[config.mk]
export PLATFORM = sky130hd
export DESIGN_NAME = pbus_front
export DESIGN_NICKNAME = d
export VERILOG_FILES = /design/src/rtl/pbus_front_pkg.sv /design/src/rtl/pbus_addr_latch.sv /design/src/rtl/pbus_index_decode.sv /design/src/rtl/pbus_pointer_regs.sv /design/src/rtl/pbus_front.sv
export SDC_FILE = /design/constraint.sdc
export NUM_CORES = 1
export LEC_CHECK = 0
export BUFFER_PORTS_ARGS = -buffer_cell sky130_fd_sc_hd__buf_2
export CAP_MARGIN = 20
export CORE_UTILIZATION = 54
export CTS_BUF_LIST = sky130_fd_sc_hd__clkbuf_8
export DETAILED_ROUTE_END_ITERATION = 8
export PLACE_DENSITY = 0.93
export SYNTH_ARGS = -nofsm -noshare
export SYNTH_HDL_FRONTEND = slang
export SYNTH_HIERARCHICAL = 1
export SYNTH_SLANG_ARGS = --single-unit
[constraint.sdc]
create_clock -name clk -period 3 [get_ports clk]
set_clock_uncertainty 0.15 [all_clocks]
set_input_delay 0.3 -clock clk [delete_from_list [all_inputs] [get_ports clk]]
set_output_delay 0.3 -clock clk [all_outputs]
set_load 0.03 [all_outputs]
[src/rtl/pbus_front_pkg.sv]
package pbus_front_pkg;

    typedef enum logic [2:0] {
        ST_UNCONF = 3'd0,
        ST_CFGW   = 3'd1,
        ST_IDLE   = 3'd2,
        ST_WRITE  = 3'd3,
        ST_READ   = 3'd4
    } pbus_state_e;

    // serial shift command field in data bits 1:0
    localparam logic [1:0] SHIFT_CMD_LEFT  = 2'b01;
    localparam logic [1:0] SHIFT_CMD_RIGHT = 2'b10;

endpackage

[src/rtl/pbus_addr_latch.sv]
module pbus_addr_latch #(
    parameter int LAT_W = 6
) (
    input  logic             clk,
    input  logic             rst_n,
    input  logic             as_n,
    input  logic             track_en,
    input  logic [LAT_W-1:0] ad_low,
    output logic [LAT_W-1:0] addr_q,
    output logic             as_seen
);

    always_ff @(posedge clk or negedge rst_n) begin
        if (!rst_n) begin
            addr_q <= '0;
        end else if (!as_n) begin
            addr_q <= ad_low;
        end
    end

    // remembers any strobe since reset until the bus style is fixed
    always_ff @(posedge clk or negedge rst_n) begin
        if (!rst_n) begin
            as_seen <= 1'b0;
        end else if (track_en && !as_n) begin
            as_seen <= 1'b1;
        end
    end

endmodule

[src/rtl/pbus_index_decode.sv]
module pbus_index_decode #(
    parameter int IDX_W  = 5,
    parameter int SPTR_W = 4
) (
    input  logic              mux_mode,
    input  logic              sel_serial,
    input  logic [IDX_W:0]    addr_q,
    input  logic              ser_shl,
    input  logic              dma_shl,
    input  logic [SPTR_W-1:0] ser_ptr,
    input  logic [IDX_W-1:0]  dma_ptr,
    output logic [IDX_W-1:0]  idx,
    output logic              ptr_hit,
    output logic              idx_zero
);

    localparam int PAD_W = IDX_W - SPTR_W;

    logic [IDX_W-1:0] ser_base;
    logic [IDX_W-1:0] dma_base;
    logic             ser_hit;
    logic             dma_hit;

    always_comb begin
        ser_base = '0;
        dma_base = '0;
        if (mux_mode) begin
            ser_base = ser_shl ? addr_q[IDX_W:1] : addr_q[IDX_W-1:0];
            dma_base = dma_shl ? addr_q[IDX_W:1] : addr_q[IDX_W-1:0];
        end
    end

    assign ser_hit = !mux_mode && (ser_ptr != '0);
    assign dma_hit = (dma_base == '0) && (dma_ptr != '0);

    always_comb begin
        if (sel_serial) begin
            idx     = ser_hit ? {{PAD_W{1'b0}}, ser_ptr} : ser_base;
            ptr_hit = ser_hit;
        end else begin
            idx     = dma_hit ? dma_ptr : dma_base;
            ptr_hit = dma_hit;
        end
        idx_zero = (idx == '0);
    end

endmodule

[src/rtl/pbus_pointer_regs.sv]
module pbus_pointer_regs
    import pbus_front_pkg::*;
#(
    parameter int IDX_W  = 5,
    parameter int SPTR_W = 4
) (
    input  logic              clk,
    input  logic              rst_n,
    input  logic              acc_start,
    input  logic              is_wr,
    input  logic              sel_serial,
    input  logic              mux_mode,
    input  logic              ptr_hit,
    input  logic              idx_zero,
    input  logic [IDX_W-1:0]  wdata,
    output logic [SPTR_W-1:0] ser_ptr,
    output logic [IDX_W-1:0]  dma_ptr,
    output logic              ser_shl
);

    logic load_zero;
    assign load_zero = acc_start && is_wr && idx_zero && !ptr_hit;

    always_ff @(posedge clk or negedge rst_n) begin
        if (!rst_n) begin
            ser_ptr <= '0;
            ser_shl <= 1'b0;
        end else if (acc_start && sel_serial) begin
            if (ptr_hit) begin
                ser_ptr <= '0;
            end else if (load_zero) begin
                if (mux_mode) begin
                    if (wdata[1:0] == SHIFT_CMD_LEFT) begin
                        ser_shl <= 1'b1;
                    end else if (wdata[1:0] == SHIFT_CMD_RIGHT) begin
                        ser_shl <= 1'b0;
                    end
                end else begin
                    ser_ptr <= wdata[SPTR_W-1:0];
                end
            end
        end
    end

    always_ff @(posedge clk or negedge rst_n) begin
        if (!rst_n) begin
            dma_ptr <= '0;
        end else if (acc_start && !sel_serial) begin
            if (ptr_hit) begin
                dma_ptr <= '0;
            end else if (load_zero) begin
                dma_ptr <= wdata;
            end
        end
    end

endmodule

[src/rtl/pbus_front.sv]
module pbus_front
    import pbus_front_pkg::*;
#(
    parameter int AD_W   = 16,
    parameter int DATA_W = 8,
    parameter int IDX_W  = 5,
    parameter int SPTR_W = 4
) (
    input  logic              clk,
    input  logic              rst_n,
    input  logic              as_n,
    input  logic              cs_n,
    input  logic              rd_n,
    input  logic              wr_n,
    input  logic              sel_serial,
    input  logic              sel_chan_a,
    input  logic [AD_W-1:0]   ad_in,
    output logic [AD_W-1:0]   ad_out,
    output logic              ad_oe,
    input  logic [DATA_W-1:0] reg_rd_data,
    output logic              reg_wr_stb,
    output logic              reg_rd_stb,
    output logic              reg_cell_dma,
    output logic              reg_chan_a,
    output logic [IDX_W-1:0]  reg_idx,
    output logic [DATA_W-1:0] reg_wdata,
    output logic              cfg_done,
    output logic              cfg_mux,
    output logic              cfg_wait_role
);

    localparam int LANES = AD_W / DATA_W;
    localparam int LAT_W = IDX_W + 1;

    pbus_state_e state, nxt;

    logic              act, act_q, start, is_wr;
    logic              acc_start;
    logic [LAT_W-1:0]  addr_q;
    logic              as_seen;
    logic              dma_shl, ser_shl;
    logic [SPTR_W-1:0] ser_ptr;
    logic [IDX_W-1:0]  dma_ptr;
    logic [IDX_W-1:0]  dec_idx;
    logic              dec_hit, dec_zero;
    logic              track_en;
    logic [AD_W-DATA_W-1:0] unused_ad_hi;

    assign unused_ad_hi = ad_in[AD_W-1:DATA_W];

    assign act   = !cs_n && (!rd_n || !wr_n);
    assign start = act && !act_q;
    assign is_wr = !wr_n;
    assign acc_start = (state == ST_IDLE) && start;
    assign track_en  = (state == ST_UNCONF) || (state == ST_CFGW);

    always_ff @(posedge clk or negedge rst_n) begin
        if (!rst_n) begin
            act_q <= 1'b0;
        end else begin
            act_q <= act;
        end
    end

    pbus_addr_latch #(.LAT_W(LAT_W)) u_latch (
        .clk      (clk),
        .rst_n    (rst_n),
        .as_n     (as_n),
        .track_en (track_en),
        .ad_low   (ad_in[LAT_W-1:0]),
        .addr_q   (addr_q),
        .as_seen  (as_seen)
    );

    pbus_index_decode #(.IDX_W(IDX_W), .SPTR_W(SPTR_W)) u_dec (
        .mux_mode   (cfg_mux),
        .sel_serial (sel_serial),
        .addr_q     (addr_q),
        .ser_shl    (ser_shl),
        .dma_shl    (dma_shl),
        .ser_ptr    (ser_ptr),
        .dma_ptr    (dma_ptr),
        .idx        (dec_idx),
        .ptr_hit    (dec_hit),
        .idx_zero   (dec_zero)
    );

    pbus_pointer_regs #(.IDX_W(IDX_W), .SPTR_W(SPTR_W)) u_ptr (
        .clk        (clk),
        .rst_n      (rst_n),
        .acc_start  (acc_start),
        .is_wr      (is_wr),
        .sel_serial (sel_serial),
        .mux_mode   (cfg_mux),
        .ptr_hit    (dec_hit),
        .idx_zero   (dec_zero),
        .wdata      (ad_in[IDX_W-1:0]),
        .ser_ptr    (ser_ptr),
        .dma_ptr    (dma_ptr),
        .ser_shl    (ser_shl)
    );

    // state register
    always_ff @(posedge clk or negedge rst_n) begin
        if (!rst_n) begin
            state <= ST_UNCONF;
        end else begin
            state <= nxt;
        end
    end

    always_comb begin
        nxt = state;
        unique case (state)
            ST_UNCONF: if (start && is_wr && !sel_serial) nxt = ST_CFGW;
            ST_CFGW:   if (!act) nxt = ST_IDLE;
            ST_IDLE:   if (start) nxt = is_wr ? ST_WRITE : ST_READ;
            ST_WRITE:  if (!act) nxt = ST_IDLE;
            ST_READ:   if (!act) nxt = ST_IDLE;
            default:   nxt = ST_UNCONF;
        endcase
    end

    // registered outputs
    always_ff @(posedge clk or negedge rst_n) begin
        if (!rst_n) begin
            reg_wr_stb    <= 1'b0;
            reg_rd_stb    <= 1'b0;
            reg_cell_dma  <= 1'b0;
            reg_chan_a    <= 1'b0;
            reg_idx       <= '0;
            reg_wdata     <= '0;
            cfg_done      <= 1'b0;
            cfg_mux       <= 1'b0;
            cfg_wait_role <= 1'b0;
            dma_shl       <= 1'b0;
        end else begin
            reg_wr_stb <= acc_start && is_wr;
            reg_rd_stb <= acc_start && !is_wr;
            if (acc_start) begin
                reg_idx      <= dec_idx;
                reg_cell_dma <= !sel_serial;
                reg_chan_a   <= sel_serial && sel_chan_a;
                reg_wdata    <= is_wr ? ad_in[DATA_W-1:0] : '0;
            end
            if ((state == ST_UNCONF) && (nxt == ST_CFGW)) begin
                cfg_wait_role <= sel_chan_a;
                dma_shl       <= ad_in[0];
            end
            if ((state == ST_CFGW) && (nxt == ST_IDLE)) begin
                cfg_done <= 1'b1;
                cfg_mux  <= as_seen || !as_n;
            end
        end
    end

    assign ad_oe = (state == ST_READ);

    for (genvar g = 0; g < LANES; g++) begin : g_lane
        assign ad_out[g*DATA_W +: DATA_W] = ad_oe ? reg_rd_data : '0;
    end

endmodule

==> results.py, run 1 <==
metrics = {
    "run_status": {
        "status": "complete, but fails checks",
        "violations": "negative hold slack",
    },
    "global_route": {
        "grt_pass1_wl_um": 7590,
        "grt_most_used_layer": "met2",
        "grt_max_degree": 43,
        "antenna_found_initial": 0,
        "use_met3_pct": 5.667,
        "met1_usage_pct": 27.88,
        "grt_util_all_layers_pct": 22.23,
        "grt_pass1_vias": 1682,
        "overflow": 0,
        "met2_usage_pct": 36.40,
    },
    "sta": {
        "maxSlewHeadroom_pct": 38.01,
        "tns_ns": 0,
        "finalCriticalPeriod_ns": 2.569,
        "min_period_over_period_pct": 85.64,
        "hold_viol": 34,
        "hold_ws_ns": -0.01704,
        "rsz0062_at_grt": "no",
        "fmaxAchievable_mhz": 389.2,
        "setup_viol": 0,
        "drv_slew": 0,
        "tightest_slew_ns": 0.9298,
    },
    "synth": {
        "yosysTopAreaCell": "dfrtp_1",
        "avgSynthCellArea_sq_um": 10.96,
        "synth_flop_cell": "dfrtp_1",
        "synthDistinctLibCells": 41,
        "ys_seq_elements": 42,
        "synth_cells": 217,
        "synth_area_leaders": "dfrtp_1, mux2_4, mux2_2",
        "netlist_area_sq_um": 2377,
        "ys_async_sr_fraction_pct": 100.0,
        "synth_edf_count": 0,
        "synth_top_cell_area_share_pct": 44.21,
        "synth_seq_area_share_pct": 44.21,
        "synth_nets": 250,
        "yosys_warnings": 6,
    },
    "detailed_routing": {
        "wl_per_cell_um": 15.09,
        "vias": 1783,
        "route.detailed.drc": 0,
        "first_pass_iters": 4,
        "wl_um": 4858,
        "ant_nets": 0,
        "drt_iter0_markers": 143,
        "via_per_inst": 5.537,
    },
    "final_layout": {
        "num-fill-cells": 288,
        "antenna_cells": 0,
        "layout_common_cells": "buf_2, dfrtp_1, inv_1",
        "areaGrowthSynthToFinish_pct": 15.00,
        "drive_gt1_share_pct": 38.60,
        "num-nets-final": 304,
        "final_common_cell": "buf_2",
    },
    "setup_path": {
        "regToRegSetupSlack_ns": 0.43,
        "crit_family": "multiplexers",
        "crit_path_max_incr_delay_ns": 0.54,
        "path_cells": "mux2_4 > a21oi_2 > a22oi_2 > nor3_2 > a21oi_1 > nor3b_4 > mux2_4",
        "crit_path_start_kind": "flip-flop",
        "path_common_cell": "mux2_4",
        "cp_data_required_time_ns": 3.04,
        "path_buf_inv": 0,
        "cp.arrival_ns": 2.60,
        "worst_setup_path_end_kind": "flip-flop",
        "critPathMaxFanout": 9,
        "crit_slowest_cell": "dfrtp_1",
        "worst-setup-path-type": "flip-flop to flip-flop",
    },
    "clock_tree": {
        "postCtsHoldBufs": 0,
        "tritoncts": "built",
        "cts_resized": 0,
        "clock_latency_ns": 0.30,
        "numCtsBuffers": 5,
        "path_clk_slew_ns": 0.08,
        "cts_max_path_buffers": 2,
        "cts_root_buffer": "clkbuf_8",
        "htree_levels": 2,
        "post_cts_buffers": 0,
        "cts_sinks": 42,
    },
    "min_path": {
        "hold_path_class": "primary input to async pin",
    },
    "placed_design": {
        "gp_congestion": 0.8641,
        "port_buffers": 60,
        "dp_hpwl_um": 3546,
    },
    "power_and_ir_drop": {
        "leakagePower_nw": 1.431,
        "p_total_w": 0.002206,
        "ir_worst_vdd_mv": 0.5180,
        "p_per_area_nw_per_um2": 807.0,
    },
    "floorplan": {
        "rows": 23,
        "ios": 69,
        "core_sq_um": 4115,
        "die_h_um": 68.35,
        "start_util_pct": 57.77,
        "die_w_um": 68.35,
        "floorplan.die_area_sq_um": 4672,
    },
    "flow_run": {
        "max_cap_viol_count": 0,
    },
}
==> sequential cells by signal, indices dropped and copies added, names as in the netlist <==
signal,cells
reg_wdata,8
u_latch/addr_q,6
reg_idx,5
u_ptr/dma_ptr,5
u_ptr/ser_ptr,4
state,3
act_q,1
cfg_done,1
cfg_mux,1
cfg_wait_role,1
dma_shl,1
reg_cell_dma,1
reg_chan_a,1
reg_rd_stb,1
reg_wr_stb,1
u_latch/as_seen,1
u_ptr/ser_shl,1
==> per-stage QoR <==
stage / utilization [%] / worst slack (ns) / hold WS, ns / instance area (sq um) / instances
after floorplan: - / 0.6350 / -0.1456 / 2377 / 217
after global placement: 64.21 / 0.4695 / 0.2815 / 2643 / 314
after detailed placement: 64.21 / 0.4306 / 0.2904 / 2643 / 314
after CTS: 66.43 / 0.4200 / 0.01740 / 2734 / 322
after global routing: 66.43 / 0.2350 / 0.05637 / 2734 / 322
final: 66.43 / 0.4309 / -0.01704 / 2734 / 322
==> cell type report <==
class	instances	area, sq um	area share (%)
Timing Repair Buffer	64	330.3	12.08
Inverter	16	61.31	2.243
Clock inverter	2	8.758	0.3204
Clock buffer	6	82.58	3.021
Tap cell	50	62.56	2.288
Sequential cell	42	1051	38.44
Multi-Input combinational cell	142	1137	41.60
==> routing by layer <==
metal,vias up,part of all wire (%)
li1,839,-
met1,871,43
met2,63,49
met3,10,5.8
met4,0,1.5
met5,-,0
==> final timing paths <==
| kind | end | from | cells past startpoint |
|---|---|---|---|
| max in group asynchronous | u_latch/addr_q[5]$_DFFE_PN0N_ | rst_n | 1 |
| max reg2reg | u_ptr/dma_ptr[4]$_DFFE_PN0P_ | dma_shl$_DFFE_PN0P_ | 7 |
| max | u_ptr/dma_ptr[4]$_DFFE_PN0P_ | dma_shl$_DFFE_PN0P_ | 7 |
| min in group clk | cfg_wait_role$_DFFE_PN0P_ | sel_chan_a | 2 |
| min | u_ptr/ser_ptr[3]$_DFFE_PN0P_ | rst_n | 1 |
| min reg2reg | cfg_done$_DFFE_PN0P_ | cfg_done$_DFFE_PN0P_ | 1 |
==> Yosys cell counts, types with 3 or more instances <==
cell type,count
nand3b_1,4
o311ai_0,3
nor2b_1,13
buf_6,4
nor2_1,15
buf_2,3
and2_1,8
mux2i_1,13
nand2b_1,8
nand2_1,8
buf_4,8
inv_1,15
mux2_4,14
a21oi_1,6
dfrtp_1,42
mux2_2,12
nor3_1,3
o21ai_0,9
==> power breakdown <==
part / internal, W / switching, W / total, W
registers: 0.000735 / 0.000154 / 0.000888
logic: 0.000397 / 0.000544 / 0.000941
clock network: 0.000182 / 0.000194 / 0.000377
total: 0.00131 / 0.000892 / 0.00221
==> logic make-up after synthesis <==
logic type | after synthesis | share of synthesized area, %
adders and majority gates | 1 | 0.5262
DFF | 42 | 44.21
buffers and inverters | 33 | 7.947
muxes | 40 | 20.47
AOI/OAI and AO/OA | 28 | 7.895
and+or+nand+nor | 73 | 18.95
No activity file was read; power rests on OpenSTA's default activity.
==> inputs of run 2 (changes only) <==
--- a/config.mk
+++ b/config.mk
@@ -11,6 +11,7 @@
 export CTS_BUF_LIST = sky130_fd_sc_hd__clkbuf_8
 export DETAILED_ROUTE_END_ITERATION = 8
 export PLACE_DENSITY = 0.93
+export RECOVER_POWER = 100
 export SYNTH_ARGS = -nofsm -noshare
 export SYNTH_HDL_FRONTEND = slang
 export SYNTH_HIERARCHICAL = 1
==> results.py, run 2 (synthesis results as in run 1) <==
metrics = {
    "floorplan": {
        "die_h_um": 68.35,
        "rows": 23,
        "floorplan.die_area_sq_um": 4672,
        "die_w_um": 68.35,
        "ios": 69,
        "start_util_pct": 57.77,
        "core_sq_um": 4115,
    },
    "setup_path": {
        "crit_slowest_cell": "dfrtp_1",
        "path_buf_inv": 1,
        "worst-setup-path-type": "flip-flop to flip-flop",
        "crit_path_max_incr_delay_ns": 0.66,
        "cp.arrival_ns": 2.64,
        "cp_data_required_time_ns": 3.03,
        "path_cells": "inv_1 > a31oi_1 > nand2b_1 > nor2_1 > nor3_2 > a21oi_1 > nor3b_4 > mux2_1",
        "crit_family": "simple AND/OR/NAND/NOR gates",
        "crit_path_start_kind": "flip-flop",
        "regToRegSetupSlack_ns": 0.39,
        "worst_setup_path_end_kind": "flip-flop",
        "critPathMaxFanout": 17,
    },
    "global_route": {
        "antenna_found_initial": 0,
        "grt_pass1_wl_um": 7590,
        "met2_usage_pct": 36.40,
        "grt_util_all_layers_pct": 22.23,
        "met1_usage_pct": 27.88,
        "use_met3_pct": 5.667,
        "grt_pass1_vias": 1682,
        "overflow": 0,
        "grt_most_used_layer": "met2",
        "grt_max_degree": 43,
    },
    "sta": {
        "setup_viol": 0,
        "rsz0062_at_grt": "no",
        "fmaxAchievable_mhz": 383.6,
        "tightest_slew_ns": 2.204,
        "finalCriticalPeriod_ns": 2.607,
        "drv_slew": 43,
        "min_period_over_period_pct": 86.89,
        "tns_ns": 0,
        "hold_viol": 0,
        "fin_ws_ns": 0.3932,
        "maxSlewHeadroom_pct": -46.92,
    },
    "clock_tree": {
        "cts_root_buffer": "clkbuf_8",
        "htree_levels": 2,
        "clock_latency_ns": 0.30,
        "numCtsBuffers": 5,
        "post_cts_buffers": 0,
        "path_clk_slew_ns": 0.08,
        "postCtsHoldBufs": 0,
        "tritoncts": "built",
        "cts_max_path_buffers": 2,
        "cts_resized": 0,
        "cts_sinks": 42,
    },
    "run_status": {
        "violations": "max-capacitance violations, max-slew violations",
        "status": "complete, but fails checks",
    },
    "detailed_routing": {
        "wl_um": 4802,
        "wl_per_cell_um": 14.91,
        "vias": 1776,
        "via_per_inst": 5.516,
        "ant_nets": 0,
        "first_pass_iters": 4,
        "route.detailed.drc": 0,
        "drt_iter0_markers": 114,
    },
    "placed_design": {
        "dpl_cell_area_sq_um": 2643,
        "dp_hpwl_um": 3546,
        "gp_congestion": 0.8641,
        "port_buffers": 60,
        "post-place-ws_ns": 0.4306,
    },
    "final_layout": {
        "final_common_cell": "dfrtp_1",
        "areaGrowthSynthToFinish_pct": 10.42,
        "antenna_cells": 0,
        "num-nets-final": 304,
        "fin_area_sq_um": 2625,
        "num-fill-cells": 331,
        "layout_common_cells": "dfrtp_1, clkbuf_1, buf_2",
        "regMostFlops": "reg_wdata",
        "multi_input_area_sq_um": 1075,
        "drive_gt1_share_pct": 20.96,
        "largest_reg_flops": 8,
        "finish.utilization_pct": 63.79,
        "largestRegisters": "reg_wdata x8, u_latch/addr_q x6",
        "regArea_sq_um": 1051,
    },
    "power_and_ir_drop": {
        "leakagePower_nw": 1.251,
        "p_per_area_nw_per_um2": 804.1,
        "ir_worst_vdd_mv": 0.5030,
    },
    "min_path": {
        "hold_path_class": "primary input to flip-flop",
    },
    "flow_run": {
        "max_cap_viol_count": 1,
    },
}
[run 2: cell count changes in the layout (fill, tap and decap cells not counted), sizes merged]
cell / previous run / this run
clkinv: 2 / 1
clkinvlp: 0 / 1
buf: 64 / 31
clkbuf: 6 / 39
[run 2: report_power, final]
group	internal, W	switching (W)	total, W	leakage [nW]
clock	0.000182	0.000194	0.000376	0.0524
sequential	0.000735	0.000153	0.000888	0.497
combinational	0.000308	0.000539	0.000847	0.702
[run 2: final timing paths]
check | from | end | cells past startpoint
setup reg to reg | cfg_mux$_DFFE_PN0P_ | u_ptr/dma_ptr[4]$_DFFE_PN0P_ | 8
max in group asynchronous | rst_n | u_latch/addr_q[5]$_DFFE_PN0N_ | 1
min in group asynchronous | rst_n | u_ptr/ser_ptr[3]$_DFFE_PN0P_ | 1
hold / removal | ad_in[5] | u_latch/addr_q[5]$_DFFE_PN0N_ | 2
setup / recovery | cfg_mux$_DFFE_PN0P_ | u_ptr/dma_ptr[4]$_DFFE_PN0P_ | 8
hold reg to reg | cfg_done$_DFFE_PN0P_ | cfg_done$_DFFE_PN0P_ | 1
[run 2: final cells by class]
class / count / area share (%)
Clock buffer: 6 / 3.146
Clock inverter: 2 / 0.3337
Inverter: 16 / 2.336
Multi-Input combinational cell: 142 / 40.94
Sequential cell: 42 / 40.04
Tap cell: 50 / 2.383
Timing Repair Buffer: 64 / 10.82
[run 2: per-layer routing]
metal	share of wire, %	wire length (um)
met1	43	2062
met2	49	2367
met3	6.3	301
met4	1.5	71
met5	0	0
[run 2: per-stage QoR]
stage                     std cells  power, W  hold slack [ns]
final                           322  0.002111          0.09906
after detailed placement        314  0.001839           0.2904
after CTS                       322  0.002212          0.01740
after floorplan                 217  0.001599          -0.1456
after global placement          314  0.001806           0.2815
after global routing            322  0.002239           0.1067
==> inputs of run 3 (changes only) <==
--- a/config.mk
+++ b/config.mk
@@ -7,10 +7,10 @@
 export LEC_CHECK = 0
 export BUFFER_PORTS_ARGS = -buffer_cell sky130_fd_sc_hd__buf_2
 export CAP_MARGIN = 20
-export CORE_UTILIZATION = 54
+export CORE_UTILIZATION = 40
 export CTS_BUF_LIST = sky130_fd_sc_hd__clkbuf_8
 export DETAILED_ROUTE_END_ITERATION = 8
-export PLACE_DENSITY = 0.93
+export PLACE_DENSITY = 0.74
 export RECOVER_POWER = 100
 export SYNTH_ARGS = -nofsm -noshare
 export SYNTH_HDL_FRONTEND = slang
==> results.py, run 3 (synthesis results as in run 1) <==
metrics = {
    "final_layout": {
        "areaGrowthSynthToFinish_pct": 13.68,
        "final_common_cell": "dfrtp_1",
        "num-nets-final": 306,
        "largestRegisters": "reg_wdata x8, u_latch/addr_q x6",
        "finish.utilization_pct": 48.19,
        "layout_common_cells": "dfrtp_1, clkbuf_1, buf_2",
        "regMostFlops": "reg_wdata",
        "antenna_cells": 0,
        "largest_reg_flops": 8,
        "drive_gt1_share_pct": 22.26,
        "fin_area_sq_um": 2703,
    },
    "setup_path": {
        "cp.arrival_ns": 2.71,
        "cp_data_required_time_ns": 3.03,
        "critPathLaunch": "dma_shl$_DFFE_PN0P_",
        "crit_path_start_kind": "flip-flop",
        "regToRegSetupSlack_ns": 0.32,
        "path_common_cell": "mux2_1",
        "crit_family": "multiplexers",
        "r2r_start": "dma_shl$_DFFE_PN0P_",
        "path_buf_inv": 0,
        "worst-setup-path-type": "flip-flop to flip-flop",
        "critPathMaxFanout": 9,
        "crit_slowest_cell": "dfrtp_1",
        "worst_setup_path_end_kind": "flip-flop",
        "path_cells": "mux2i_1 > mux2_1 > nand2_1 > nand4_1 > nor3_1 > a21oi_1 > nor3b_4 > mux2_1",
        "crit_path_max_incr_delay_ns": 0.50,
    },
    "clock_tree": {
        "numCtsBuffers": 5,
        "tritoncts": "built",
        "htree_levels": 2,
        "cts_root_buffer": "clkbuf_8",
        "clock_latency_ns": 0.30,
        "cts_max_path_buffers": 2,
        "cts_sinks": 42,
        "path_clk_slew_ns": 0.08,
    },
    "global_route": {
        "grt_pass1_wl_um": 7866,
        "grt_util_all_layers_pct": 16.51,
        "grt_pass1_vias": 1663,
        "antenna_found_initial": 0,
        "overflow": 0,
        "grt_max_degree": 43,
    },
    "detailed_routing": {
        "route.detailed.drc": 0,
        "drt_iter0_markers": 112,
        "vias": 1750,
        "first_pass_iters": 4,
        "via_per_inst": 5.058,
        "wl_per_cell_um": 14.14,
        "ant_nets": 0,
        "wl_um": 4892,
    },
    "floorplan": {
        "rows": 27,
        "die_w_um": 79.09,
        "core_sq_um": 5608,
        "start_util_pct": 42.39,
        "ios": 69,
        "die_h_um": 79.09,
        "floorplan.die_area_sq_um": 6255,
    },
    "flow_run": {
        "max_cap_viol_count": 0,
    },
    "placed_design": {
        "port_buffers": 60,
        "gp_congestion": 0.7919,
        "dpl_cell_area_sq_um": 2670,
        "post-place-ws_ns": 0.4839,
        "dp_hpwl_um": 3579,
    },
    "sta": {
        "tns_ns": 0,
        "maxSlewHeadroom_pct": 33.54,
        "finalCriticalPeriod_ns": 2.676,
        "drv_slew": 0,
        "fin_ws_ns": 0.3236,
        "min_period_over_period_pct": 89.21,
        "setup_viol": 0,
        "hold_viol": 0,
        "tightest_slew_ns": 0.9968,
        "rsz0062_at_grt": "no",
        "fmaxAchievable_mhz": 373.6,
        "hold_ws_ns": 0.08086,
    },
    "run_status": {
        "status": "complete, no violations",
    },
    "min_path": {
        "min_from": "ad_in[5]",
        "hold_path_class": "primary input to flip-flop",
    },
    "power_and_ir_drop": {
        "ir_worst_vdd_mv": 0.4298,
        "leakagePower_nw": 1.276,
        "p_per_area_nw_per_um2": 809.7,
    },
}
==> run 3: final cells by class <==
cell class                      count  area (sq um)
Tap cell                           72         90.09
Multi-Input combinational cell    142          1072
Inverter                           16         61.31
Timing Repair Buffer               66         319.1
Fill cell                         562          2905
Sequential cell                    42          1051
Clock inverter                      3         40.04
Clock buffer                        5         68.82
==> run 3: where the power goes <==
part | leakage (nW) | switching, W | internal [W] | total, W
sequential | 0.497 | 0.000155 | 0.000735 | 0.000890
clock | 0.0579 | 0.000204 | 0.000245 | 0.000449
combinational | 0.722 | 0.000532 | 0.000318 | 0.000850
==> run 3: through the flow <==
| stage | instances | power (W) |
|---|---|---|
| 2_1_floorplan | 217 | 0.001599 |
| 3_3_place_gp | 336 | 0.001813 |
| 3_5_place_dp | 336 | 0.001837 |
| 4_1_cts | 344 | 0.002290 |
| 5_1_grt | 346 | 0.002311 |
| 6_report | 346 | 0.002188 |
==> run 3: worst paths after layout <==
| kind | to | depth (start not counted) |
|---|---|---|
| setup / recovery | u_ptr/dma_ptr[3]$_DFFE_PN0P_ | 8 |
| hold / removal | u_latch/addr_q[5]$_DFFE_PN0N_ | 2 |
| setup reg to reg | u_ptr/dma_ptr[3]$_DFFE_PN0P_ | 8 |
| hold reg to reg | u_latch/as_seen$_DFFE_PN0P_ | 1 |
| max in group asynchronous | reg_wdata[0]$_DFFE_PN0P_ | 3 |
| min in group asynchronous | u_ptr/dma_ptr[4]$_DFFE_PN0P_ | 2 |
==> run 3: metal layers <==
layer / global-route usage (%) / vias to the layer above / wire length (um)
met5: 0 / - / 0
met4: 6.545 / 0 / 85
met3: 2.989 / 9 / 221
met2: 26.21 / 51 / 2277
met1: 22.26 / 842 / 2308
li1: - / 848 / -
==> run 3: what timing repair did <==
action	4_1_cts	5_1_grt
resized for setup	0	0
buffers inserted	0	0
endpoints found under the hold margin	0	9
hold buffers	0	1
==> run 3: worst register-to-register path, stage by stage, from the launching register on <==
cell     delay [ns]
dfrtp_1        0.50
mux2i_1        0.19
mux2_1         0.34
nand2_1        0.09
nand4_1        0.10
nor3_1         0.31
a21oi_1        0.17
nor3b_4        0.35
mux2_1         0.36
